**config.mk**
```make
export PLATFORM = sky130hd
export DESIGN_NAME = seqTop
export DESIGN_NICKNAME = d
export VERILOG_FILES = /design/src/rtl/seqPkg.sv /design/src/rtl/seqCtrl.sv /design/src/rtl/seqDatapath.sv /design/src/rtl/seqTop.sv
export SDC_FILE = /design/constraint.sdc
export NUM_CORES = 1
export LEC_CHECK = 0
export ABC_AREA = 1
export BUFFER_PORTS_ARGS = -buffer_cell sky130_fd_sc_hd__buf_4
export CORE_MARGIN = 1
export CORE_UTILIZATION = 25
export DETAILED_ROUTE_END_ITERATION = 16
export RECOVER_POWER = 100
export SLEW_MARGIN = 20
export SYNTH_ARGS = -nofsm -noshare
export SYNTH_HDL_FRONTEND = slang
export SYNTH_SLANG_ARGS = --single-unit
export TNS_END_PERCENT = 1
```
**constraint.sdc**
```tcl
create_clock -name clk -period 2.1 [get_ports clk]
set_clock_uncertainty 0.1 [all_clocks]
set_input_delay 0 -clock clk [delete_from_list [all_inputs] [get_ports clk]]
set_output_delay 0 -clock clk [all_outputs]
set_load 0.02 [all_outputs]
```
**src/rtl/seqPkg.sv**
```systemverilog
package seqPkg;

  typedef enum logic [1:0] {
    ST_IDLE  = 2'd0,
    ST_COUNT = 2'd1,
    ST_SAR   = 2'd2
  } seqState_t;

  // Strobes from the control FSM to the datapath
  typedef struct packed {
    logic initCount;   // code <= 0, result <= 0
    logic initSar;     // code <= MSB only, result <= 0
    logic countUp;     // code <= code + 1
    logic sarTrial;    // decide current bit, set next lower bit
    logic latchCount;  // end of ramp, capture result
    logic latchSar;    // last bit decided, capture result
  } seqStrobe_t;

endpackage

```
**src/rtl/seqCtrl.sv**
```systemverilog
module seqCtrl
  import seqPkg::*;
#(
  parameter int WIDTH = 8
) (
  input  logic             clk,
  input  logic             rstN,
  input  logic             start,
  input  logic             modeSar,
  input  logic             cmpHigh,
  input  logic             codeFull,
  output seqStrobe_t       strobe,
  output logic [WIDTH-1:0] trialMask,
  output logic             busy,
  output logic             done
);

  localparam int IDXW = (WIDTH > 1) ? $clog2(WIDTH) : 1;
  localparam logic [IDXW-1:0] TOP_IDX = IDXW'(WIDTH - 1);

  seqState_t     state, stateNext;
  logic [IDXW-1:0] bitIdx, bitIdxNext;

  always_comb begin
    strobe     = '0;
    stateNext  = state;
    bitIdxNext = bitIdx;
    unique case (state)
      ST_IDLE: begin
        if (start) begin
          if (modeSar) begin
            strobe.initSar = 1'b1;
            bitIdxNext     = TOP_IDX;
            stateNext      = ST_SAR;
          end else begin
            strobe.initCount = 1'b1;
            stateNext        = ST_COUNT;
          end
        end
      end
      ST_COUNT: begin
        if (cmpHigh && !codeFull) begin
          strobe.countUp = 1'b1;
        end else begin
          strobe.latchCount = 1'b1;
          stateNext         = ST_IDLE;
        end
      end
      ST_SAR: begin
        if (bitIdx == '0) begin
          strobe.latchSar = 1'b1;
          stateNext       = ST_IDLE;
        end else begin
          strobe.sarTrial = 1'b1;
          bitIdxNext      = bitIdx - 1'b1;
        end
      end
      default: stateNext = ST_IDLE;
    endcase
  end

  always_ff @(posedge clk or negedge rstN) begin
    if (!rstN) begin
      state  <= ST_IDLE;
      bitIdx <= '0;
      done   <= 1'b0;
    end else begin
      state  <= stateNext;
      bitIdx <= bitIdxNext;
      done   <= strobe.latchCount | strobe.latchSar;
    end
  end

  assign trialMask = WIDTH'(1) << bitIdx;
  assign busy      = (state != ST_IDLE);

endmodule

```
**src/rtl/seqDatapath.sv**
```systemverilog
module seqDatapath
  import seqPkg::*;
#(
  parameter int WIDTH = 8
) (
  input  logic             clk,
  input  logic             rstN,
  input  seqStrobe_t       strobe,
  input  logic [WIDTH-1:0] trialMask,
  input  logic             cmpHigh,
  output logic [WIDTH-1:0] code,
  output logic [WIDTH-1:0] result,
  output logic             codeFull
);

  localparam logic [WIDTH-1:0] MSB_ONLY = {1'b1, {(WIDTH-1){1'b0}}};

  logic [WIDTH-1:0] decided;

  // Current code with the trial bit resolved by the comparator
  assign decided  = cmpHigh ? code : (code & ~trialMask);
  assign codeFull = &code;

  always_ff @(posedge clk or negedge rstN) begin
    if (!rstN) begin
      code   <= '0;
      result <= '0;
    end else begin
      if (strobe.initCount) begin
        code   <= '0;
        result <= '0;
      end
      if (strobe.initSar) begin
        code   <= MSB_ONLY;
        result <= '0;
      end
      if (strobe.countUp)
        code <= code + 1'b1;
      if (strobe.sarTrial)
        code <= decided | (trialMask >> 1);
      if (strobe.latchCount)
        result <= cmpHigh ? code : code - 1'b1;
      if (strobe.latchSar)
        result <= decided;
    end
  end

endmodule

```
**src/rtl/seqTop.sv**
```systemverilog
module seqTop
  import seqPkg::*;
#(
  parameter int WIDTH = 8
) (
  input  logic             clk,
  input  logic             rstN,
  input  logic             start,
  input  logic             modeSar,
  input  logic             cmpHigh,
  output logic [WIDTH-1:0] dacCode,
  output logic             busy,
  output logic             done,
  output logic [WIDTH-1:0] result
);

  seqStrobe_t       strobe;
  logic [WIDTH-1:0] trialMask;
  logic             codeFull;

  seqCtrl #(.WIDTH(WIDTH)) u_ctrl (
    .clk       (clk),
    .rstN      (rstN),
    .start     (start),
    .modeSar   (modeSar),
    .cmpHigh   (cmpHigh),
    .codeFull  (codeFull),
    .strobe    (strobe),
    .trialMask (trialMask),
    .busy      (busy),
    .done      (done)
  );

  seqDatapath #(.WIDTH(WIDTH)) u_dp (
    .clk       (clk),
    .rstN      (rstN),
    .strobe    (strobe),
    .trialMask (trialMask),
    .cmpHigh   (cmpHigh),
    .code      (dacCode),
    .result    (result),
    .codeFull  (codeFull)
  );

endmodule

```
==> key figures, run 1 <==
Run status
  • Status: finished, violations left
  • Failing checks: DRC

Clock tree
  • TritonCTS clock tree: built
  • Sinks on Clock Net: 22
  • Post-CTS repair timing setup buffer count: 0
  • H-Tree Level Count: 1
  • CTS max path bufs: 2
  • Inserted Clock Buffers: 3
  • Clk pin slew, worst setup/hold paths: 0.08 ns
  • Root buffer cell: clkbuf_8
  • Clk_lat worst skew: 0.27 ns

GRT
  • First-pass GRT wire length: 7.293 mm
  • Gr usage total: 12.73%
  • Pin count of the biggest net entering global routing: 23
  • Gr ovfl total: 0
  • Initial antenna violation count: 0
  • Vias in the first global route: 1494

Yosys
  • Distinct cell type count after synthesis: 27
  • Top_reg_cell synth: dfrtp_1
  • Register area share after synthesis: 32.35%
  • Syn Area/Cell: ~7.3 um2
  • Synth Warn #: 0
  • Cells after synthesis: between 200 and 250
  • Cell with the most instances after synthesis: nand2_1
  • Number of synthesized flops with an enable pin: 0
  • Post-synthesis net count: around 240
  • Area leader, netlist: dfrtp_1
  • Most area-consuming cells after synthesis: dfrtp_1 32%, nand2_1 14%, nand3_1 6.8%, ha_1 5.1%, inv_1 4.6%
  • Synthesized area: roughly 0.0017 mm2
  • Share of the synthesized area in the top cell type: between 30% and 40%
  • Post-synthesis register bit count: 22
  • Async SR Flop Fraction: 100.0%
  • Synth top cells by count: 62 x nand2_1, 23 x nand3_1, 22 x dfrtp_1, 21 x inv_1, 21 x nor2_1

Timing
  • Final Cycle Share: 92.91%
  • Worst Tran Pin Value: 1.236 ns
  • Final setup viols: 0
  • Maximum clock rate: 512.5 MHz
  • Fin crit period: between 1.5 and 2 ns
  • RSZ-0062 raised after global routing: false
  • Fin Setup TNS: 0 ns
  • Smallest hold slack: 0.006536 ns
  • Final Hold Fails: 0
  • Final Slew Violations: 0
  • Max_slew headroom: 17.60%
  • Worst Slack Setup Final: 0.1489 ns

Critical path
  • Crit Path Class: reg2reg
  • CP endpoint kind: flop
  • Worst-path fanout max: 8
  • Startpoint types: flop
  • WP data required: ~2.2 ns
  • FF-to-FF path depth: 7
  • Crit path DAT: ~2.0 ns

Pwr
  • Static Leakage: 0.9912 nW
  • Total power draw: 2.443 mW
  • Peak VDD IR: 0.0003851 V
  • PD cells: 1287 mW/mm2

Detailed routing
  • Vias: roughly 1600
  • WL final: 4.178 mm
  • ANT nets after route: 0
  • DRT Pass-1 Iters: 10
  • DR vias/cell: between 4 and 5
  • WL per Instance: approximately 13 um
  • Drc violations: 2
  • Initial drt markers: 137

Hold path
  • Hold Crit Depth: 3
  • HP Class: in2reg

Finish
  • Ratio of cells with drive above 1 in the final layout: 14.57%
  • # diodes: 0
  • Final Net Count: 268
  • Area Overhead vs Synth: 11.54%
  • Post-Route Utilization: 29.39%

Die
  • Die area: 0.007140 mm2
  • Num rows: 29
  • Area of the core: ~0.0065 mm2
  • # IOs: 23
  • Initial core utilization: between 20% and 30%
  • Die width: 84.50 um
  • Die Y: approximately 85 um

Place
  • PortBufs: 22
  • Routability cong.: 0.8966
  • Pre-CTS worst setup slack: 0.3046 ns
  • DP HPWL: 3.276 mm

Run
  • # Max-Cap Violations: 0
registers in the layout (all words and copies together), names as in the netlist:
| name | cells |
|---|---|
| u_ctrl.done | 1 |
| u_dp.result | 8 |
| u_dp.code | 8 |
| u_ctrl.state | 2 |
| u_ctrl.bitIdx | 3 |
power by group:
part | switching (mW) | total, mW | internal (mW)
Sequential | 0.200 | 0.786 | 0.586
Combinational | 0.947 | 1.39 | 0.438
Clock | 0.143 | 0.271 | 0.128
Total | 1.29 | 2.44 | 1.15
layout by cell type (no fill, tap or decap), drive strengths merged:
| cell | netlist | routed |
|---|---|---|
| nand2 | 70 | 70 |
| nand3 | 29 | 29 |
| inv | 27 | 27 |
| nor2 | 27 | 27 |
| dfrtp | 22 | 22 |
| clkbuf | 1 | 21 |
| a21oi | 12 | 12 |
| nand4 | 11 | 11 |
| o21ai | 10 | 10 |
| ha | 7 | 7 |
| buf | 7 | 6 |
| xor2 | 4 | 4 |
| dlygate4sd3 | 0 | 3 |
| a31oi | 2 | 2 |
| clkinv | 1 | 1 |
| or2 | 1 | 1 |
| o31ai | 1 | 1 |
final timing paths:
kind / slack, ns / from / endpoint
min: 0.007 / start / u_ctrl.bitIdx[2]
min reg2reg: 0.43 / u_dp.result[3] / u_dp.result[3]
max in group asynchronous: 0.67 / rstN / u_dp.code[1]
max: 0.15 / u_dp.code[0] / u_ctrl.state[0]
max reg2reg: 0.15 / u_dp.code[0] / u_ctrl.state[0]
min in group asynchronous: 0.41 / rstN / u_dp.code[5]
layout make-up:
class / count / area (um2)
Multi-Input combinational cell: 174 / 943.4
Timing Repair Buffer: 27 / 142.6
Clock buffer: 3 / 41.29
Inverter: 28 / 122.6
Sequential cell: 22 / 551.8
Fill cell: 750 / 4561
Tap cell: 77 / 96.34
routing by layer:
metal	vias up	global-route usage [%]	part of all wire (%)
met2	45	20.92	45
li1	798	-	-
met4	0	2.311	0.36
met5	-	0	0
met3	2	2.557	5.9
met1	731	17.51	49
timing repair:
item,in CTS,in global routing
hold buffers,3,0
resized for setup,0,1
endpoints found under the setup margin,0,1
hold endpoints to repair,23,0
critical path: stages, from the launching register on:
cell           delay (ns)
dfrtp_1              0.46
ha_1                 0.25
nand2_1              0.08
nor2_2               0.11
nand2_2              0.09
nand3_4              0.12
o31ai_1              0.08
dlygate4sd3_1        0.55
cells by family (layout without fill, tap and decap cells):
| group | after synthesis | in the layout | synth area share (%) |
|---|---|---|---|
| AND/OR/NAND/NOR | 138 | 138 | 40.59 |
| buffers and inverters | 36 | 58 | 11.62 |
| AO/OA/AOI/OAI | 25 | 25 | 8.236 |
| flip-flops | 22 | 22 | 32.35 |
| adder cells (fa/ha/maj) | 7 | 7 | 5.147 |
| XOR/XNOR | 4 | 4 | 2.059 |
through the flow:
stage	std cells	cell area, um2
2_1_floorplan	232	1702
3_3_place_gp	325	1903
3_5_place_dp	325	1903
4_1_cts	331	1974
5_1_grt	331	1898
6_report	331	1898
(Power assumes the default switching activity.)
==> inputs of run 2 (changes only) <==
Settings changed: ABC_AREA 1 to not set, PLACE_DENSITY_LB_ADDON set to 0.05.
==> run 2 against run 1 <==
- the flow now finishes without violations
- non-clock buffer count rose by 9
- core utilization rose by 1.1 points
- first-iteration DRC count fell by 40%
- sequential share of layout area rose by 1.3 points
- hold slack improved by 0.029 ns
- count of clock-buffer cells in the layout did not move
- routed wire length fell by 0.60%
- fmax fell by 1.8%
- design area fell by 4.5%
- critical path type unchanged
- critical endpoint is now u_dp.code[0]
==> key figures, run 2 <==
GRT
  • Pin count of the biggest net entering global routing: 23
  • First-pass GRT wire length: 6.796 mm
  • Initial antenna violation count: 0
  • Vias in the first global route: 1282
  • Gr ovfl total: 0
  • Gr usage total: 13.93%

Timing
  • Final Slew Violations: 0
  • Fin Setup TNS: 0 ns
  • Final setup viols: 0
  • Fin crit period: 1.987 ns
  • Final Cycle Share: 94.62%
  • Final Hold Fails: 0
  • Maximum clock rate: 503.3 MHz
  • Worst Slack Setup Final: 0.1130 ns
  • RSZ-0062 raised after global routing: false
  • Worst Tran Pin Value: 1.242 ns
  • Max_slew headroom: 17.19%
  • Smallest hold slack: 0.03549 ns

Die
  • Initial core utilization: 25.95%
  • Die width: 80.62 um
  • Num rows: 28
  • Area of the core: 0.005956 mm2
  • Die area: around 0.0065 mm2
  • Die Y: about 81 um
  • # IOs: 23

Yosys
  • Most area-consuming cells after synthesis: dfrtp_1 36%, a21oi_1 6.8%, buf_6 5.8%, ha_1 5.7%, nand2_1 3.9%
  • Syn Area/Cell: about 9.0 um2
  • Area leader, netlist: dfrtp_1
  • Number of synthesized flops with an enable pin: 0
  • Cells after synthesis: 172
  • Post-synthesis register bit count: 22
  • Synthesized area: 0.001545 mm2
  • Synth Warn #: 0
  • Async SR Flop Fraction: 100.0%
  • Register area share after synthesis: between 30% and 40%
  • Top_reg_cell synth: dfrtp_1
  • Cell with the most instances after synthesis: dfrtp_1
  • Post-synthesis net count: 184
  • Distinct cell type count after synthesis: 43
  • Synth top cells by count: 22 x dfrtp_1, 21 x a21oi_1, 16 x nand2_1, 12 x nor2_1, 9 x inv_1
  • Share of the synthesized area in the top cell type: 35.63%

Finish
  • Most frequent cells in the layout: 22 x dfrtp_1, 21 x a21oi_1, 17 x buf_4, 17 x clkbuf_1, 16 x nand2_1
  • Post-Route Utilization: a little under a third
  • Final Non-Filler Cells: 276
  • Most common cell after layout, fill and taps aside: dfrtp_1
  • Area Overhead vs Synth: 17.33%
  • Fin area: 0.001813 mm2
  • Ratio of cells with drive above 1 in the final layout: about 15%
  • Final Net Count: around 210
  • # diodes: 0
  • Biggest registers after layout: u_dp.code (8), u_dp.result (8), u_ctrl.bitIdx (3)

Detailed routing
  • ANT nets after route: 0
  • Vias: 1357
  • DRT Pass-1 Iters: 4
  • WL per Instance: 15.05 um
  • Drc violations: 0
  • Initial drt markers: 82
  • DR vias/cell: 4.917
  • WL final: 4.153 mm

Run status
  • Status: complete, no violations

Pwr
  • PD cells: 1534 mW/mm2
  • Total power draw: about 2.8 mW
  • Peak VDD IR: 0.0005108 V
  • Static Leakage: 0.7481 nW

Place
  • Placed Area: 0.001770 mm2
  • DP HPWL: 3.097 mm
  • Routability cong.: approximately 0.82
  • DP Cell Count: 270
  • PortBufs: 22
  • Pre-CTS worst setup slack: roughly 0.13 ns

Critical path
  • Startpoint types: flop
  • Worst-path fanout max: 7
  • WP data required: 2.16 ns
  • Crit path DAT: about 2 ns
  • CP endpoint kind: flop
  • Crit Path Class: reg2reg

Clock tree
  • Root buffer cell: clkbuf_8
  • Sinks on Clock Net: 22
  • Post-CTS repair timing setup buffer count: 0
  • TritonCTS clock tree: built
  • Clk_lat worst skew: 0.27 ns
  • H-Tree Level Count: 1
  • Inserted Clock Buffers: 3
  • Clk pin slew, worst setup/hold paths: roughly 0.090 ns
  • CTS max path bufs: 2

Hold path
  • HP Class: in2reg

Run
  • # Max-Cap Violations: 0
-- run 2: cell types whose count changed after synthesis, sizes merged, moves of 6 or more --
cell / delta
nand4: -10
nand2: -54
a31oi: +6
inv: -18
nor2: -15
a21oi: +9
nand3: -22
-- run 2: worst paths after layout --
path                                       start               end  slack (ns)  depth (start not counted)
worst max-delay path            u_ctrl.bitIdx[0]      u_dp.code[0]        0.11                          7
worst min-delay path                     cmpHigh    u_dp.result[0]        0.04                          3
worst max register to register  u_ctrl.bitIdx[0]      u_dp.code[0]        0.11                          7
worst min register to register    u_dp.result[1]    u_dp.result[1]        0.44                          2
max in group asynchronous                   rstN  u_ctrl.bitIdx[0]        0.76                          2
min in group asynchronous                   rstN    u_dp.result[0]        0.41                          2
-- run 2: layer usage --
layer	GRT usage, %	share of wire [%]
met3	3.068	4.4
met2	23.22	48
met1	18.54	47
met5	0	0
met4	2.143	0.67
-- run 2: cell families (layout without fill, tap and decap cells) --
kind of cell / Yosys count / after routing / synth area share [%]
AND/OR/NAND/NOR: 59 / 59 / 20.00
flip-flops: 22 / 22 / 35.63
AO/OA/AOI/OAI: 56 / 56 / 23.73
XOR/XNOR: 5 / 5 / 2.835
adder cells (fa/ha/maj): 7 / 7 / 5.668
buffers and inverters: 20 / 49 / 10.20
multiplexers: 3 / 3 / 1.943
-- run 2: what timing repair did --
action	in CTS	in global routing
gates resized for setup	0	3
endpoints found under the setup margin	0	3
hold buffers	2	0
hold endpoints to repair	24	0
-- run 2: worst max-delay path: stages, from the launching register on --
cell and delay [ns]:
dfrtp_1 0.43, inv_1 0.13, ha_2 0.25, or2b_2 0.33, nand2_1 0.14, buf_4 0.17, o21ai_0 0.08, a22o_1 0.25
-- run 2: power breakdown --
group	switching, mW	internal (mW)	total, mW
logic	1.01	0.627	1.63
clock network	0.154	0.255	0.409
registers	0.131	0.608	0.739
-- run 2: layout make-up --
type                    count  area, um2
clock buffers               3      41.29
clock inverters             1      30.03
fillers                   645       4143
inverters                   9      33.78
multi-input cells         130      852.1
flip-flops and latches     22      550.5
well taps                  75      93.84
repair buffers             36      211.5
==> inputs of run 3 (changes only) <==
Settings changed: CORE_UTILIZATION 25 to 55, PLACE_DENSITY_LB_ADDON 0.05 to 0.08.
==> run 3 against run 2 <==
- first-iteration DRC count shrank 27%
- clock power shrank 42%
- sequential power grew 8.7%
- combinational power shrank 8%
- cell count shrank 17%
- count of clock-buffer cells in the layout grew 1
==> key figures, run 3 (synthesized netlist as in run 2, its figures left out) <==
Pwr
  • Sw Ratio: 49.18%
  • Power share of the sequential group: 31.6%
  • Net Sw Power: between 1 and 1.5 mW
  • Clock share of power: 9.4%
  • Total power draw: 2.540 mW
  • PD cells: 1503 mW/mm2
  • Gate power share: between 50% and 60%
  • Static Leakage: 0.7179 nW
  • Pint: roughly 1.3 mW
  • Peak VDD IR: around 0.00098 V

Run
  • # Max-Cap Violations: 0

Detailed routing
  • DRT Pass-1 Iters: 4
  • Drc violations: 0
  • ANT nets after route: 0
  • Vias: 1398
  • WL per Instance: about 16 um
  • WL final: 3.643 mm
  • Initial drt markers: 60
  • DR vias/cell: 6.105

Critical path
  • Buffers & Inverters on Critical Path: 2
  • FF-to-FF setup slack: ~0.13 ns
  • Largest delay share family, worst path: simple AND/OR/NAND/NOR gates
  • R2r endpoint: u_dp.code[0]
  • Worst-path fanout max: 7
  • Crit Path Class: reg2reg
  • CP max stage cell: dfrtp_1
  • Worst path max stage delay: 0.44 ns
  • Startpoint types: flop
  • FF-to-FF path depth: 7
  • Worst-path cell chain: inv_1 -> ha_1 -> or2b_2 -> nand2_1 -> buf_4 -> o21ai_0 -> a22o_1
  • CP endpoint kind: flop
  • Reg-to-Reg Start: u_ctrl.bitIdx[0]
  • Crit path DAT: 2.09 ns
  • WP data required: 2.22 ns

Die
  • Num rows: 18
  • Die Y: 55.01 um
  • Initial core utilization: 60.19%
  • Die width: between 50 and 60 um
  • Die area: 0.003026 mm2
  • Area of the core: 0.002567 mm2
  • # IOs: 23

GRT
  • Gr ovfl total: 0
  • Initial antenna violation count: 0
  • Pin count of the biggest net entering global routing: 23
  • First-pass GRT wire length: 5.733 mm
  • Gr usage total: 26.73%
  • Vias in the first global route: 1331

Finish
  • Biggest registers after layout: u_dp.code (8), u_dp.result (8), u_ctrl.bitIdx (3)
  • Ratio of cells with drive above 1 in the final layout: between 10% and 20%
  • Most frequent cells in the layout: 22 x dfrtp_1, 21 x a21oi_1, 18 x clkbuf_1, 16 x nand2_1, 13 x buf_4
  • Final Net Count: 212
  • Area occupied by multi-input gates: 837.1 um2
  • Most common cell after layout, fill and taps aside: dfrtp_1
  • Final Non-Filler Cells: 229
  • # diodes: 0
  • Area Overhead vs Synth: 9.393%
  • Fillers: 243
  • FF+latch area: 550.5 um2
  • Post-Route Utilization: 65.84%

Timing
  • Fin Setup TNS: 0 ns
  • Worst Tran Pin Value: 1.175 ns
  • RSZ-0062 raised after global routing: false
  • Final Hold Fails: 0
  • Final Slew Violations: 0
  • Final Cycle Share: between 90% and 100%
  • Worst Slack Setup Final: 0.1286 ns
  • Maximum clock rate: between 500 and 600 MHz
  • Fin crit period: between 1.5 and 2 ns
  • Final setup viols: 0
  • Max_slew headroom: 21.69%

Clock tree
  • Clk pin slew, worst setup/hold paths: 0.13 ns
  • TritonCTS clock tree: built
  • Sinks on Clock Net: 22
  • H-Tree Level Count: 1
  • Inserted Clock Buffers: 3
  • CTS max path bufs: 2
  • Root buffer cell: clkbuf_4
  • Clk_lat worst skew: 0.31 ns

Place
  • DP Cell Count: 222
  • PortBufs: 22
  • Pre-CTS worst setup slack: 0.1722 ns
  • DP HPWL: between 2 and 3 mm
  • Routability cong.: 0.9149

Hold path
  • Hold Path End: u_ctrl.state[1]
  • Hold Crit Depth: 4
  • HP Class: in2reg
  • Worst hold start: start

Run status
  • Status: complete, no violations
==> run 3: cell types whose count changed in the layout (fill, tap and decap cells not counted), sizes merged <==
cell | previous run | this run
dlygate4sd3 | 2 | 3
bufinv | 1 | 0
clkbuf | 20 | 22
buf | 17 | 13
==> run 3: how the worst max path moves through the flow <==
stage                      from            to  slack (ns)  depth (start not counted)
3_3_place_gp       u_dp.code[0]  u_dp.code[5]        0.25                          6
3_5_place_dp   u_ctrl.bitIdx[0]  u_dp.code[0]        0.17                          7
4_1_cts        u_ctrl.bitIdx[0]  u_dp.code[0]        0.15                          7
6_report       u_ctrl.bitIdx[0]  u_dp.code[0]        0.13                          7
2_1_floorplan      u_dp.code[0]  u_dp.code[5]        0.13                          7
5_1_grt        u_ctrl.bitIdx[0]  u_dp.code[5]       0.004                          7
==> run 3: metrics by stage <==
stage / hold slack [ns] / instance area (um2)
after global placement: -0.2010 / 1692
final: 0.07541 / 1690
after detailed placement: -0.1956 / 1692
after global routing: 0.09695 / 1690
after CTS: 0.005987 / 1758
after floorplan: -0.3956 / 1545
==> run 3: worst register-to-register path: cells and delay by family, from the launching register on <==
family                     cells  cell delay (ns)
AOI/OAI and AO/OA              2             0.33
adders and majority gates      1             0.26
buffers and inverters          2             0.29
DFF                            1             0.44
and+or+nand+nor                2             0.46
==> run 3: metal layers <==
metal / wire length, um / global-route usage, %
met5: 0 / 0
met4: 102 / 10.83
met3: 171 / 3.552
met2: 1808 / 49.80
met1: 1559 / 30.25
==> run 3: power by group through the flow <==
stage | logic, mW | clock network (mW) | registers [mW]
2_1_floorplan | 0.987 | 0 | 0.945
3_3_place_gp | 1.56 | 0 | 0.793
3_5_place_dp | 1.60 | 0 | 0.810
4_1_cts | 1.62 | 0.241 | 0.799
5_1_grt | 1.66 | 0.260 | 0.835
6_report | 1.50 | 0.239 | 0.803
==> run 3: what timing repair did <==
action | 4_1_cts | 5_1_grt
hold buffers | 3 | 0
gates resized for setup | 0 | 0
buffers inserted | 0 | 0
endpoints found under the hold margin | 25 | 0
==> run 3: area by class of cell <==
cell class / instances / area share, %
clock buffers: 4 / 2.147
inverters: 9 / 1.999
multi-input cells: 130 / 49.52
repair buffers: 34 / 11.55
flip-flops and latches: 22 / 32.57
well taps: 30 / 2.221
